==> src/rtl/can_ef_pkg.sv <==
package can_ef_pkg;
  localparam int unsigned KIND_W  = 8;
  localparam int unsigned CAUSE_W = 7;
  localparam int unsigned CODE_W  = CAUSE_W + 1;
  localparam int unsigned STAT_W  = 8;
  localparam int unsigned MBX_W   = 3;
  localparam int unsigned SUM_POS = 5;
  localparam int unsigned BERR_POS = 0;

  typedef enum logic [1:0] {
    SEL_KIND  = 2'd0,
    SEL_CAUSE = 2'd1,
    SEL_KEN   = 2'd2,
    SEL_IEN   = 2'd3
  } wsel_e;
endpackage

==> src/rtl/cef_w0c_reg.sv <==
module cef_w0c_reg #(
  parameter int unsigned W = 8
) (
  input  logic         clk,
  input  logic         rst_n,
  input  logic [W-1:0] set_i,
  input  logic         clr_we_i,
  input  logic [W-1:0] clr_data_i,
  input  logic         ld_i,
  input  logic [W-1:0] ld_val_i,
  output logic [W-1:0] q_o
);
  logic [W-1:0] q_r;
  logic [W-1:0] q_nxt;
  logic [W-1:0] kept;
  logic         upd;

  always_comb begin
    kept  = clr_we_i ? (q_r & clr_data_i) : q_r;
    q_nxt = ld_i ? ld_val_i : (kept | set_i);
    upd   = ld_i | clr_we_i | (|set_i);
  end

  always_ff @(posedge clk or negedge rst_n) begin
    if (!rst_n)   q_r <= '0;
    else if (upd) q_r <= q_nxt;
  end

  assign q_o = q_r;
endmodule

==> src/rtl/cef_code_store.sv <==
module cef_code_store #(
  parameter int unsigned NC = 7,
  localparam int unsigned CW = NC + 1
) (
  input  logic          clk,
  input  logic          rst_n,
  input  logic          berr_i,
  input  logic [NC-1:0] cause_i,
  input  logic          wr_i,
  input  logic [CW-1:0] wdata_i,
  output logic [CW-1:0] code_o
);
  logic          mode_r;
  logic          mode_nxt;
  logic [NC-1:0] cause_q;
  logic [NC-1:0] set_v;
  logic          replace;

  always_comb begin
    mode_nxt = wdata_i[NC];
    replace  = berr_i & ~mode_r;
    set_v    = (berr_i & mode_r) ? cause_i : '0;
  end

  always_ff @(posedge clk or negedge rst_n) begin
    if (!rst_n)    mode_r <= 1'b0;
    else if (wr_i) mode_r <= mode_nxt;
  end

  cef_w0c_reg #(.W(NC)) u_cause (
    .clk        (clk),
    .rst_n      (rst_n),
    .set_i      (set_v),
    .clr_we_i   (wr_i),
    .clr_data_i (wdata_i[NC-1:0]),
    .ld_i       (replace),
    .ld_val_i   (cause_i),
    .q_o        (cause_q)
  );

  assign code_o = {mode_r, cause_q};
endmodule

==> src/rtl/cef_irq_sum.sv <==
module cef_irq_sum
  import can_ef_pkg::*;
(
  input  logic [KIND_W-1:0] kind_i,
  input  logic [KIND_W-1:0] ken_i,
  input  logic [MBX_W-1:0]  mbx_i,
  input  logic [STAT_W-1:0] ien_i,
  output logic [STAT_W-1:0] stat_o,
  output logic              irq_o
);
  logic err_any;

  always_comb begin
    err_any = |(kind_i & ken_i);
  end

  for (genvar b = 0; b < STAT_W; b++) begin : g_stat
    if (b == SUM_POS) begin : g_sum
      assign stat_o[b] = err_any;
    end else if (b < MBX_W) begin : g_mbx
      assign stat_o[b] = mbx_i[b];
    end else begin : g_pad
      assign stat_o[b] = 1'b0;
    end
  end

  assign irq_o = |(stat_o & ien_i);
endmodule

==> src/rtl/can_err_flags.sv <==
module can_err_flags
  import can_ef_pkg::*;
(
  input  logic               clk,
  input  logic               rst_n,
  input  logic [KIND_W-1:0]  ev_i,
  input  logic [CAUSE_W-1:0] cause_i,
  input  logic [MBX_W-1:0]   mbx_i,
  input  logic               wr_en_i,
  input  logic [1:0]         wr_sel_i,
  input  logic [7:0]         wr_data_i,
  output logic [KIND_W-1:0]  fac_o,
  output logic [CODE_W-1:0]  code_o,
  output logic [KIND_W-1:0]  fen_o,
  output logic [STAT_W-1:0]  ien_o,
  output logic [STAT_W-1:0]  stat_o,
  output logic               irq_o
);
  wsel_e sel;
  logic  wr_kind, wr_cause, wr_ken, wr_ien;
  logic [KIND_W-1:0] ken_r, ken_nxt;
  logic [STAT_W-1:0] ien_r, ien_nxt;

  always_comb begin
    sel      = wsel_e'(wr_sel_i);
    wr_kind  = wr_en_i && (sel == SEL_KIND);
    wr_cause = wr_en_i && (sel == SEL_CAUSE);
    wr_ken   = wr_en_i && (sel == SEL_KEN);
    wr_ien   = wr_en_i && (sel == SEL_IEN);
    ken_nxt  = wr_data_i[KIND_W-1:0];
    ien_nxt  = wr_data_i[STAT_W-1:0];
  end

  always_ff @(posedge clk or negedge rst_n) begin
    if (!rst_n) begin
      ken_r <= '0;
      ien_r <= '0;
    end else begin
      if (wr_ken) ken_r <= ken_nxt;
      if (wr_ien) ien_r <= ien_nxt;
    end
  end

  cef_w0c_reg #(.W(KIND_W)) u_kind (
    .clk        (clk),
    .rst_n      (rst_n),
    .set_i      (ev_i),
    .clr_we_i   (wr_kind),
    .clr_data_i (wr_data_i[KIND_W-1:0]),
    .ld_i       (1'b0),
    .ld_val_i   ('0),
    .q_o        (fac_o)
  );

  cef_code_store #(.NC(CAUSE_W)) u_code (
    .clk     (clk),
    .rst_n   (rst_n),
    .berr_i  (ev_i[BERR_POS]),
    .cause_i (cause_i),
    .wr_i    (wr_cause),
    .wdata_i (wr_data_i[CODE_W-1:0]),
    .code_o  (code_o)
  );

  cef_irq_sum u_sum (
    .kind_i (fac_o),
    .ken_i  (ken_r),
    .mbx_i  (mbx_i),
    .ien_i  (ien_r),
    .stat_o (stat_o),
    .irq_o  (irq_o)
  );

  assign fen_o = ken_r;
  assign ien_o = ien_r;
endmodule

==> config.mk <==
export PLATFORM = sky130hd
export DESIGN_NAME = can_err_flags
export DESIGN_NICKNAME = d
export VERILOG_FILES = /design/src/rtl/can_ef_pkg.sv /design/src/rtl/cef_w0c_reg.sv /design/src/rtl/cef_code_store.sv /design/src/rtl/cef_irq_sum.sv /design/src/rtl/can_err_flags.sv
export SDC_FILE = /design/constraint.sdc
export NUM_CORES = 1
export LEC_CHECK = 0
export BUFFER_PORTS_ARGS = -buffer_cell sky130_fd_sc_hd__buf_2
export CAP_MARGIN = 15
export CORE_UTILIZATION = 47
export DETAILED_ROUTE_END_ITERATION = 10
export PLACE_DENSITY = 0.83
export SLEW_MARGIN = 25
export SYNTH_ARGS = -nofsm -noshare
export SYNTH_HDL_FRONTEND = slang
export SYNTH_SLANG_ARGS = --single-unit
export TNS_END_PERCENT = 1
==> constraint.sdc <==
create_clock -name clk -period 2.8 [get_ports clk]
set_clock_uncertainty 0.1 [all_clocks]
set_input_delay 0.28 -clock clk [delete_from_list [all_inputs] [get_ports clk]]
set_output_delay 0.28 -clock clk [all_outputs]
set_load 0.1 [all_outputs]
==> results of run 1 <==
layout by cell type, fill, tap and decap left out, types with 2 or more instances in the layout:
| master | n |
|---|---|
| dfrtp_1 | 32 |
| clkbuf_4 | 5 |
| o211ai_1 | 7 |
| buf_2 | 67 |
| clkbuf_8 | 2 |
| o21ai_1 | 8 |
| conb_1 | 4 |
| mux2_2 | 17 |
| nand2b_1 | 9 |
| a22oi_1 | 4 |
| nand2_1 | 14 |
| nand3b_1 | 2 |
power by group:
part           internal [W]  switching [W]  leakage [nW]  total [W]
combinational      0.000128       0.000670         0.444   0.000797
clock              0.000142       0.000154        0.0374   0.000296
sequential         0.000529      0.0000431         0.356   0.000572
total              0.000799       0.000867         0.837    0.00167
registers in the layout, summed over array words and instances, names as in the netlist:
signal,flops
u_code.u_cause.q_o,7
fen_o,8
u_code.mode_r,1
ien_o,8
u_kind.q_o,8
routing by layer:
layer / track usage [%] / vias up / wire (µm)
li1: - / 511 / -
met1: 26.5 / 547 / 1270
met2: 36.5 / 67 / 1640
met3: 7.91 / 8 / 284
met4: 11.8 / 0 / 59
met5: 0 / - / 0
layout make-up:
cell class              instances  share of cell area (%)
clock buffers                   7                    3.74
repair buffers                 68                    19.8
multi-input cells              70                    28.2
well taps                      31                    2.23
flip-flops and latches         32                    46.0
through the flow:
| step | instance area [µm²] | setup WS, ns | total power (W) | utilization, % |
|---|---|---|---|---|
| floorplan | 1370 | 0.368 | 0.00125 | - |
| global placement | 1670 | 1.04 | 0.00137 | 60.4 |
| detailed placement | 1670 | 1.00 | 0.00138 | 60.4 |
| CTS | 1740 | 0.626 | 0.00167 | 63.2 |
| global route | 1740 | 0.531 | 0.00172 | 63.2 |
| finish | 1740 | 0.575 | 0.00167 | 63.2 |
kinds of logic (layout without fill, tap and decap cells):
kind of cell / Yosys count / after routing / synth area share, %
muxes: 17 / 17 / 14.1
other: 1 / 4 / 0.276
buffers and inverters: 11 / 75 / 5.62
DFF: 32 / 32 / 59.0
AOI/OAI and AO/OA: 21 / 21 / 10.4
and+or+nand+nor: 28 / 28 / 10.6
what timing repair did:
action | 4_1_cts | 5_1_grt
endpoints found under the hold margin | 32 | 0
setup endpoints to repair | 0 | 0
hold buffers | 1 | 0
worst paths after layout:
kind	endpoint	slack, ns	cells after the start
max	irq_o	0.58	4
min	u_kind.q_o[5]	0.03	2
max reg2reg	u_code.u_cause.q_o[3]	1.64	3
min reg2reg	ien_o[6]	0.41	1
max in group asynchronous	fen_o[3]	1.70	2
min in group asynchronous	u_code.mode_r	0.43	2
==> impl_metrics.py, run 1 <==
metrics = {
    "synthesis": {
        "synth_flop_cell": "dfrtp_1",
        "syn-instance-count": 110,
        "yosysTopAreaCell": "dfrtp_1",
        "synth_common_cells": "dfrtp_1, mux2_2, nand2_1",
        "yosysMostFrequentCell": "dfrtp_1",
        "yosys-top-cells-area": "dfrtp_1, mux2_2, buf_4",
        "ys_warn_count": 0,
        "synth_cell_types": 17,
        "synth_area_mm2": 0.00136,
        "async_flop_share_pct": 100,
        "ys_ff_latch": 32,
        "seq_area_frac_synth_pct": 59.0,
        "synth_area_per_cell_um2": 12.3,
        "synth_top_area_share_pct": 59.0,
        "synth_edf_count": 0,
    },
    "finish": {
        "nets": 208,
        "fillerInstances": 225,
        "drive_gt1_share_pct": 51.4,
        "area_growth_syn_to_layout_pct": 28.3,
        "final_cells": 208,
        "multi_input_comb_area_um2": 492,
        "diodes": 0,
        "seq_area_um2": 801,
    },
    "critical_path": {
        "crit_start": "u_kind.q_o[2]",
        "crit_path_max_incr_delay_ns": 0.41,
        "reg2reg_from": "u_code.mode_r",
        "cp_cell_sequence": "a22oi_1, nand4_1, a221o_1, buf_2",
        "cp_top_family": "compound AO/OA/AOI/OAI gates",
        "path_max_fanout": 3,
        "end_kind": "output port",
        "cp-start-kind": "flop",
        "cpMaxStageDelayCell": "dfrtp_1",
        "critical_path_class": "flop to output port",
        "path_buf_inv": 1,
        "worst_ep_required_time_ns": 2.42,
        "critPathArrivalTime_ns": 1.84,
    },
    "global_route": {
        "antenna_found_initial": 0,
        "grt_usage_pct": 22.6,
        "grt_pass1_wl_um": 5240,
        "grt_start_max_net_pins": 33,
        "grt_overflow": 0,
        "grt_pass1_vias": 1170,
    },
    "routing": {
        "drt-total-wl_um": 3250,
        "wl_per_cell_um": 15.6,
        "drtIter0Drc": 38,
        "via_per_inst": 5.45,
        "vias": 1133,
        "firstDrtPassIters": 4,
        "drc": 0,
        "drtAntennaViolNets": 0,
    },
    "worst_hold_path": {
        "hold_class": "primary input to flop",
        "holdCritStartpoint": "ev_i[5]",
    },
    "sta": {
        "period_share_pct": 79.5,
        "finalHoldViolCount": 0,
        "fmax_ghz": 0.449,
        "worst_pin_slew_ns": 0.709,
        "finalSetupViolCount": 0,
        "finalMaxSlewViolations": 0,
        "rsz0062_at_grt": "no",
        "finalWorstPathRequiredPeriod_ns": 2.22,
        "relSlewSlack_pct": 52.8,
        "whs_ns": 0.0259,
        "timing.setup.tns_ns": 0,
    },
    "cts": {
        "root_buffer": "clkbuf_4",
        "cts_tree": "yes",
        "numCtsBuffers": 5,
        "post-cts-setup-buffer-count": 0,
        "clock_sinks": 32,
        "path_clk_slew_ns": 0.10,
        "clk_latency_ns": 0.33,
        "ctsLongestPathBuffers": 2,
        "cts_resized": 0,
        "htree_levels": 2,
    },
    "floorplan": {
        "die_w_um": 55.7,
        "rows": 19,
        "dieArea_mm2": 0.00311,
        "start_util_pct": 49.2,
        "die_h_um": 55.7,
        "core_mm2": 0.00276,
        "io_pins": 72,
    },
    "pwr": {
        "p_per_area_mw_per_mm2": 956,
        "power_leakage_nw": 0.837,
        "peakVddDrop_mv": 0.823,
    },
    "outcome": {
        "outcome": "finished, final reports clean",
    },
    "placement": {
        "numPlacedInstances": 200,
        "place_congestion": 0.829,
        "port_buffers": 67,
    },
    "job": {
        "cap_violations": 0,
    },
}
Power figures use the tool's default switching activity.
==> run 2: changes to the inputs <==
- ABC_AREA: default -> 1
- CORE_UTILIZATION: 47 -> 46
- PLACE_DENSITY: 0.83 -> 0.79
- clock period: 2.8 -> 2.28 ns (I/O delays scaled with it)
==> run 2 against run 1 <==
Effect of this change:
- die area is 17% higher
- core utilization is 1.1 points higher
- final cell count is 50% higher
- design area is 15% higher
- routed wire length is 5.7% higher
- critical path type unchanged
- largest cell class unchanged
==> impl_metrics.py, run 2 <==
metrics = {
    "outcome": {
        "outcome": "finished, final reports clean",
    },
    "cts": {
        "clk_latency_ns": 0.32,
        "numCtsBuffers": 5,
        "root_buffer": "clkbuf_4",
        "ctsLongestPathBuffers": 2,
        "htree_levels": 2,
        "clock_sinks": 32,
        "cts_tree": "yes",
        "path_clk_slew_ns": 0.09,
        "post-cts-setup-buffer-count": 0,
    },
    "synthesis": {
        "yosysMostFrequentCell": "nand2_1",
        "synth_top_area_share_pct": 51.3,
        "synth_cell_types": 15,
        "synth_edf_count": 0,
        "synth_area_per_cell_um2": 8.00,
        "synth_flop_cell": "dfrtp_1",
        "synth_common_cells": "nand2_1, dfrtp_1, inv_1",
        "yosys-top-cells-area": "dfrtp_1, nand2_1, inv_1",
        "synth_xor_area_share_pct": 0,
        "synth_top_family_by_area": "simple AND/OR/NAND/NOR gates",
        "ys_ff_latch": 32,
        "async_flop_share_pct": 100,
        "synth_area_mm2": 0.00156,
        "yosys-mux-area-fraction_pct": 0,
        "ys_warn_count": 0,
        "seq_area_frac_synth_pct": 51.3,
        "synth-simple-area-share_pct": 25.2,
        "yosys.area_share.adder_pct": 0,
        "yosysTopAreaCell": "dfrtp_1",
        "syn-instance-count": 195,
        "synth_compound_area_share_pct": 11.2,
    },
    "job": {
        "cap_violations": 0,
    },
    "sta": {
        "finalSetupViolCount": 0,
        "setup_slack_ns": 0.497,
        "finalWorstPathRequiredPeriod_ns": 1.78,
        "fmax_ghz": 0.561,
        "rsz0062_at_grt": "no",
        "timing.setup.tns_ns": 0,
        "relSlewSlack_pct": 54.4,
        "period_share_pct": 78.2,
        "worst_pin_slew_ns": 0.685,
        "finalMaxSlewViolations": 0,
        "finalHoldViolCount": 0,
    },
    "critical_path": {
        "critical_path_class": "flop to output port",
        "cp_cell_sequence": "nand2_1, nand2_1, nor2_1, nand2_1, nand2_1, nand2_1, buf_2",
        "critPathArrivalTime_ns": 1.46,
        "end_kind": "output port",
        "crit_path_max_incr_delay_ns": 0.41,
        "worst_ep_required_time_ns": 1.95,
        "cpMostUsedCell": "nand2_1",
        "cp_top_family": "buffers and inverters",
        "cpMaxStageDelayCell": "buf_2",
        "path_buf_inv": 1,
        "cp-start-kind": "flop",
        "path_max_fanout": 3,
    },
    "floorplan": {
        "start_util_pct": 49.9,
        "die_h_um": 60.2,
        "die_w_um": 60.2,
        "rows": 20,
        "core_mm2": 0.00313,
        "dieArea_mm2": 0.00363,
        "io_pins": 72,
    },
    "global_route": {
        "grt_usage_pct": 22.1,
        "grt_pass1_vias": 1246,
        "grt_pass1_wl_um": 5670,
        "grt_overflow": 0,
        "antenna_found_initial": 0,
        "grt_start_max_net_pins": 33,
    },
    "routing": {
        "firstDrtPassIters": 4,
        "wl_per_cell_um": 11.0,
        "vias": 1418,
        "drtIter0Drc": 49,
        "drtAntennaViolNets": 0,
        "via_per_inst": 4.53,
        "drc": 0,
        "drt-total-wl_um": 3440,
    },
    "placement": {
        "pre_cts_slack_ns": 0.836,
        "dp_hpwl_um": 2600,
        "port_buffers": 67,
        "place_congestion": 0.830,
        "numPlacedInstances": 298,
    },
    "finish": {
        "final_cells": 313,
        "mostFrequentLayoutCells": "nand2_1, buf_2, dfrtp_1",
        "diodes": 0,
        "fin_util_pct": 64.2,
        "final_common_cell": "nand2_1",
        "drive_gt1_share_pct": 31.2,
        "area_growth_syn_to_layout_pct": 28.8,
        "nets": 302,
    },
    "pwr": {
        "peakVddDrop_mv": 0.522,
        "p_per_area_mw_per_mm2": 978,
        "total_power_w": 0.00197,
        "power_leakage_nw": 1.14,
    },
    "worst_hold_path": {
        "hold_class": "primary input to flop",
    },
}
run 2: changes by cell type in the layout (fill, tap and decap cells not counted), moves of 8 or more:
cell,change
dlygate4sd3_1,+9
inv_1,+26
mux2_2,-17
nand2_1,+71
nand2b_1,-9
o21ai_0,+9
o21ai_2,+8
run 2: cell families (layout without fill, tap and decap cells):
| logic type | Yosys count | in the layout |
|---|---|---|
| AND/OR/NAND/NOR | 97 | 97 |
| flip-flops | 32 | 32 |
| AO/OA/AOI/OAI | 28 | 28 |
| other | 1 | 4 |
| buffers and inverters | 37 | 108 |
run 2: worst register-to-register path: stages, from the launching register on:
cell	delay (ns)
dfrtp_1	0.40
inv_1	0.05
nand2_1	0.21
inv_1	0.15
nand2_1	0.09
nand2_1	0.05
run 2: metal layers:
layer / wire [µm] / global-route usage, % / part of all wire, %
met1: 1540 / 28.3 / 45
met2: 1640 / 34.2 / 48
met3: 205 / 6.71 / 6.0
met4: 44 / 9.97 / 1.3
met5: 0 / 0 / 0
run 2: timing repair:
item / CTS / global route
resized for setup: 0 / 0
endpoints found under the hold margin: 41 / 0
hold buffers: 10 / 0
run 2: worst paths after layout:
check                         startpoint               endpoint  slack (ns)  cells after the start
min in group asynchronous          rst_n  u_code.u_cause.q_o[6]        0.38                      2
max                             fen_o[2]                  irq_o        0.50                      7
max in group asynchronous          rst_n               ien_o[0]        1.25                      2
max reg2reg                u_code.mode_r  u_code.u_cause.q_o[2]        1.12                      5
min reg2reg                     ien_o[6]               ien_o[6]        0.38                      2
min                           cause_i[1]  u_code.u_cause.q_o[1]        0.01                      3
run 2: power by group:
| part | total, W | leakage, nW | internal, W | switching, W |
|---|---|---|---|---|
| registers | 0.000699 | 0.370 | 0.000644 | 0.0000542 |
| clock network | 0.000267 | 0.0230 | 0.000103 | 0.000165 |
| logic | 0.00100 | 0.752 | 0.000160 | 0.000840 |
run 2: stage by stage:
stage	instance area (µm²)	hold slack, ns
global placement	1870	0.211
global route	2010	0.0135
floorplan	1570	-0.168
CTS	2010	0.00317
detailed placement	1870	0.211
finish	2010	0.0147
run 2: area by class of cell:
| class | instances | area [µm²] |
|---|---|---|
| Fill cell | 281 | 1120 |
| Sequential cell | 32 | 801 |
| Multi-Input combinational cell | 129 | 583 |
| Timing Repair Buffer | 77 | 435 |
| Inverter | 26 | 97.6 |
| Tap cell | 44 | 55.1 |
| Clock buffer | 5 | 37.5 |
==> run 3: changes to the inputs <==
- clock period: 2.28 -> 1.8 ns (I/O delays scaled with it)
==> run 3 against run 2 <==
Effect of this change:
- register-to-register slack lost 0.64 ns
- critical path type unchanged
- count of clock-buffer cells in the layout grew 3
- critical endpoint is now stat_o[5]
- core utilization up 3.9 points
- die area is the same
==> impl_metrics.py, run 3 (synthesis gave the netlist of run 2 again) <==
metrics = {
    "finish": {
        "area_growth_syn_to_layout_pct": 36.6,
        "final_cells": 323,
        "fillerInstances": 276,
        "nets": 309,
        "drive_gt1_share_pct": 37.3,
        "mostFrequentLayoutCells": "nand2_1, buf_2, inv_1",
        "final_common_cell": "nand2_1",
        "fin_area_mm2": 0.00213,
        "diodes": 0,
    },
    "placement": {
        "post_dp_cell_area_mm2": 0.00190,
        "numPlacedInstances": 298,
        "place_congestion": 0.850,
        "port_buffers": 67,
        "dp_hpwl_um": 2550,
    },
    "critical_path": {
        "critical_path_class": "flop to output port",
        "cp_cell_sequence": "nand2_1, nand2_1, nor2_1, nand2_1, buf_2",
        "cpMaxStageDelayCell": "buf_2",
        "end_kind": "output port",
        "worst_ep_required_time_ns": 1.52,
        "cpMostUsedCell": "nand2_1",
        "regToRegSetupSlack_ns": 0.48,
        "path_max_fanout": 3,
        "crit_path_max_incr_delay_ns": 0.43,
        "cp-start-kind": "flop",
        "ff2ff_path_depth": 3,
        "critPathArrivalTime_ns": 1.41,
    },
    "global_route": {
        "grt_pass1_vias": 1417,
        "grt_overflow": 0,
        "grt_pass1_wl_um": 6220,
        "grt_usage_pct": 23.8,
        "grt_start_max_net_pins": 33,
        "antenna_found_initial": 0,
    },
    "floorplan": {
        "core_mm2": 0.00313,
        "die_h_um": 60.2,
        "start_util_pct": 49.9,
        "dieArea_mm2": 0.00363,
        "io_pins": 72,
        "rows": 20,
        "die_w_um": 60.2,
    },
    "worst_hold_path": {
        "hold_class": "primary input to flop",
        "worstHoldPathCells": 3,
    },
    "cts": {
        "clock_sinks": 32,
        "clk_latency_ns": 0.34,
        "root_buffer": "clkbuf_4",
        "ctsLongestPathBuffers": 2,
        "htree_levels": 2,
        "numCtsBuffers": 5,
        "cts_tree": "yes",
        "path_clk_slew_ns": 0.10,
    },
    "sta": {
        "period_share_pct": 93.8,
        "rsz0062_at_grt": "no",
        "fmax_ghz": 0.592,
        "worst_pin_slew_ns": 0.702,
        "finalSetupViolCount": 0,
        "finalMaxSlewViolations": 0,
        "whs_ns": 0.00732,
        "timing.setup.tns_ns": 0,
        "relSlewSlack_pct": 53.2,
        "finalHoldViolCount": 0,
        "finalWorstPathRequiredPeriod_ns": 1.69,
    },
    "routing": {
        "drt-total-wl_um": 3690,
        "wl_per_cell_um": 11.4,
        "vias": 1479,
        "drtIter0Drc": 45,
        "firstDrtPassIters": 5,
        "via_per_inst": 4.58,
        "drtAntennaViolNets": 0,
        "drc": 0,
    },
    "pwr": {
        "peakVddDrop_mv": 0.593,
        "p_per_area_mw_per_mm2": 1220,
        "total_power_w": 0.00261,
        "power_leakage_nw": 1.17,
    },
    "outcome": {
        "outcome": "finished, final reports clean",
    },
    "job": {
        "cap_violations": 0,
    },
}
[run 3: cell count changes in the layout (fill, tap and decap cells not counted), moves of 2 or more]
cell | previous run | this run
dlygate4sd3_1 | 10 | 17
dfrtp_1 | 32 | 14
dfrtp_2 | 0 | 18
clkbuf_1 | 0 | 2
[run 3: final timing paths]
kind | startpoint | to
max in group asynchronous | rst_n | fen_o[1]
worst min-delay path | ev_i[0] | u_kind.q_o[0]
worst max register to register | u_kind.q_o[7] | u_kind.q_o[7]
min in group asynchronous | rst_n | u_code.u_cause.q_o[6]
worst max-delay path | fen_o[7] | stat_o[5]
worst min register to register | ien_o[7] | ien_o[7]
[run 3: what timing repair did]
| item | in CTS | in global routing |
|---|---|---|
| resized for setup | 0 | 3 |
| hold buffers | 17 | 0 |
| hold endpoints to repair | 46 | 0 |
| buffers inserted | 0 | 0 |
| endpoints found under the setup margin | 0 | 1 |
[run 3: area by class of cell]
type	instances	area, µm²	area share, %
multi-input combinational	129	586	27.5
sequential	32	823	38.6
timing repair buffer	84	512	24.0
clock buffer	8	58.8	2.76
inverter	26	97.6	4.58
tap	44	55.1	2.58
[run 3: critical path: cells and delay by family, from the launching register on]
| family | cells | cell delay, ns |
|---|---|---|
| and+or+nand+nor | 4 | 0.26 |
| DFF | 1 | 0.39 |
| buffers and inverters | 1 | 0.43 |
[run 3: where the power goes]
part / switching (W) / internal, W
Combinational: 0.00107 / 0.000221
Clock: 0.000231 / 0.000192
Sequential: 0.0000686 / 0.000823
[run 3: stage by stage]
step	util, %	setup WS, ns
3_5_place_dp	60.6	0.403
5_1_grt	68.2	0.00937
3_3_place_gp	60.6	0.425
4_1_cts	68.0	0.0241
2_1_floorplan	-	0.00214
6_report	68.2	0.112
[run 3: metal layers]
metal	up-vias	share of wire, %	track usage [%]
li1	757	-	-
met3	13	4.4	4.55
met5	-	0	0
met1	660	44	29.2
met2	49	48	39.1
met4	0	3.1	13.0
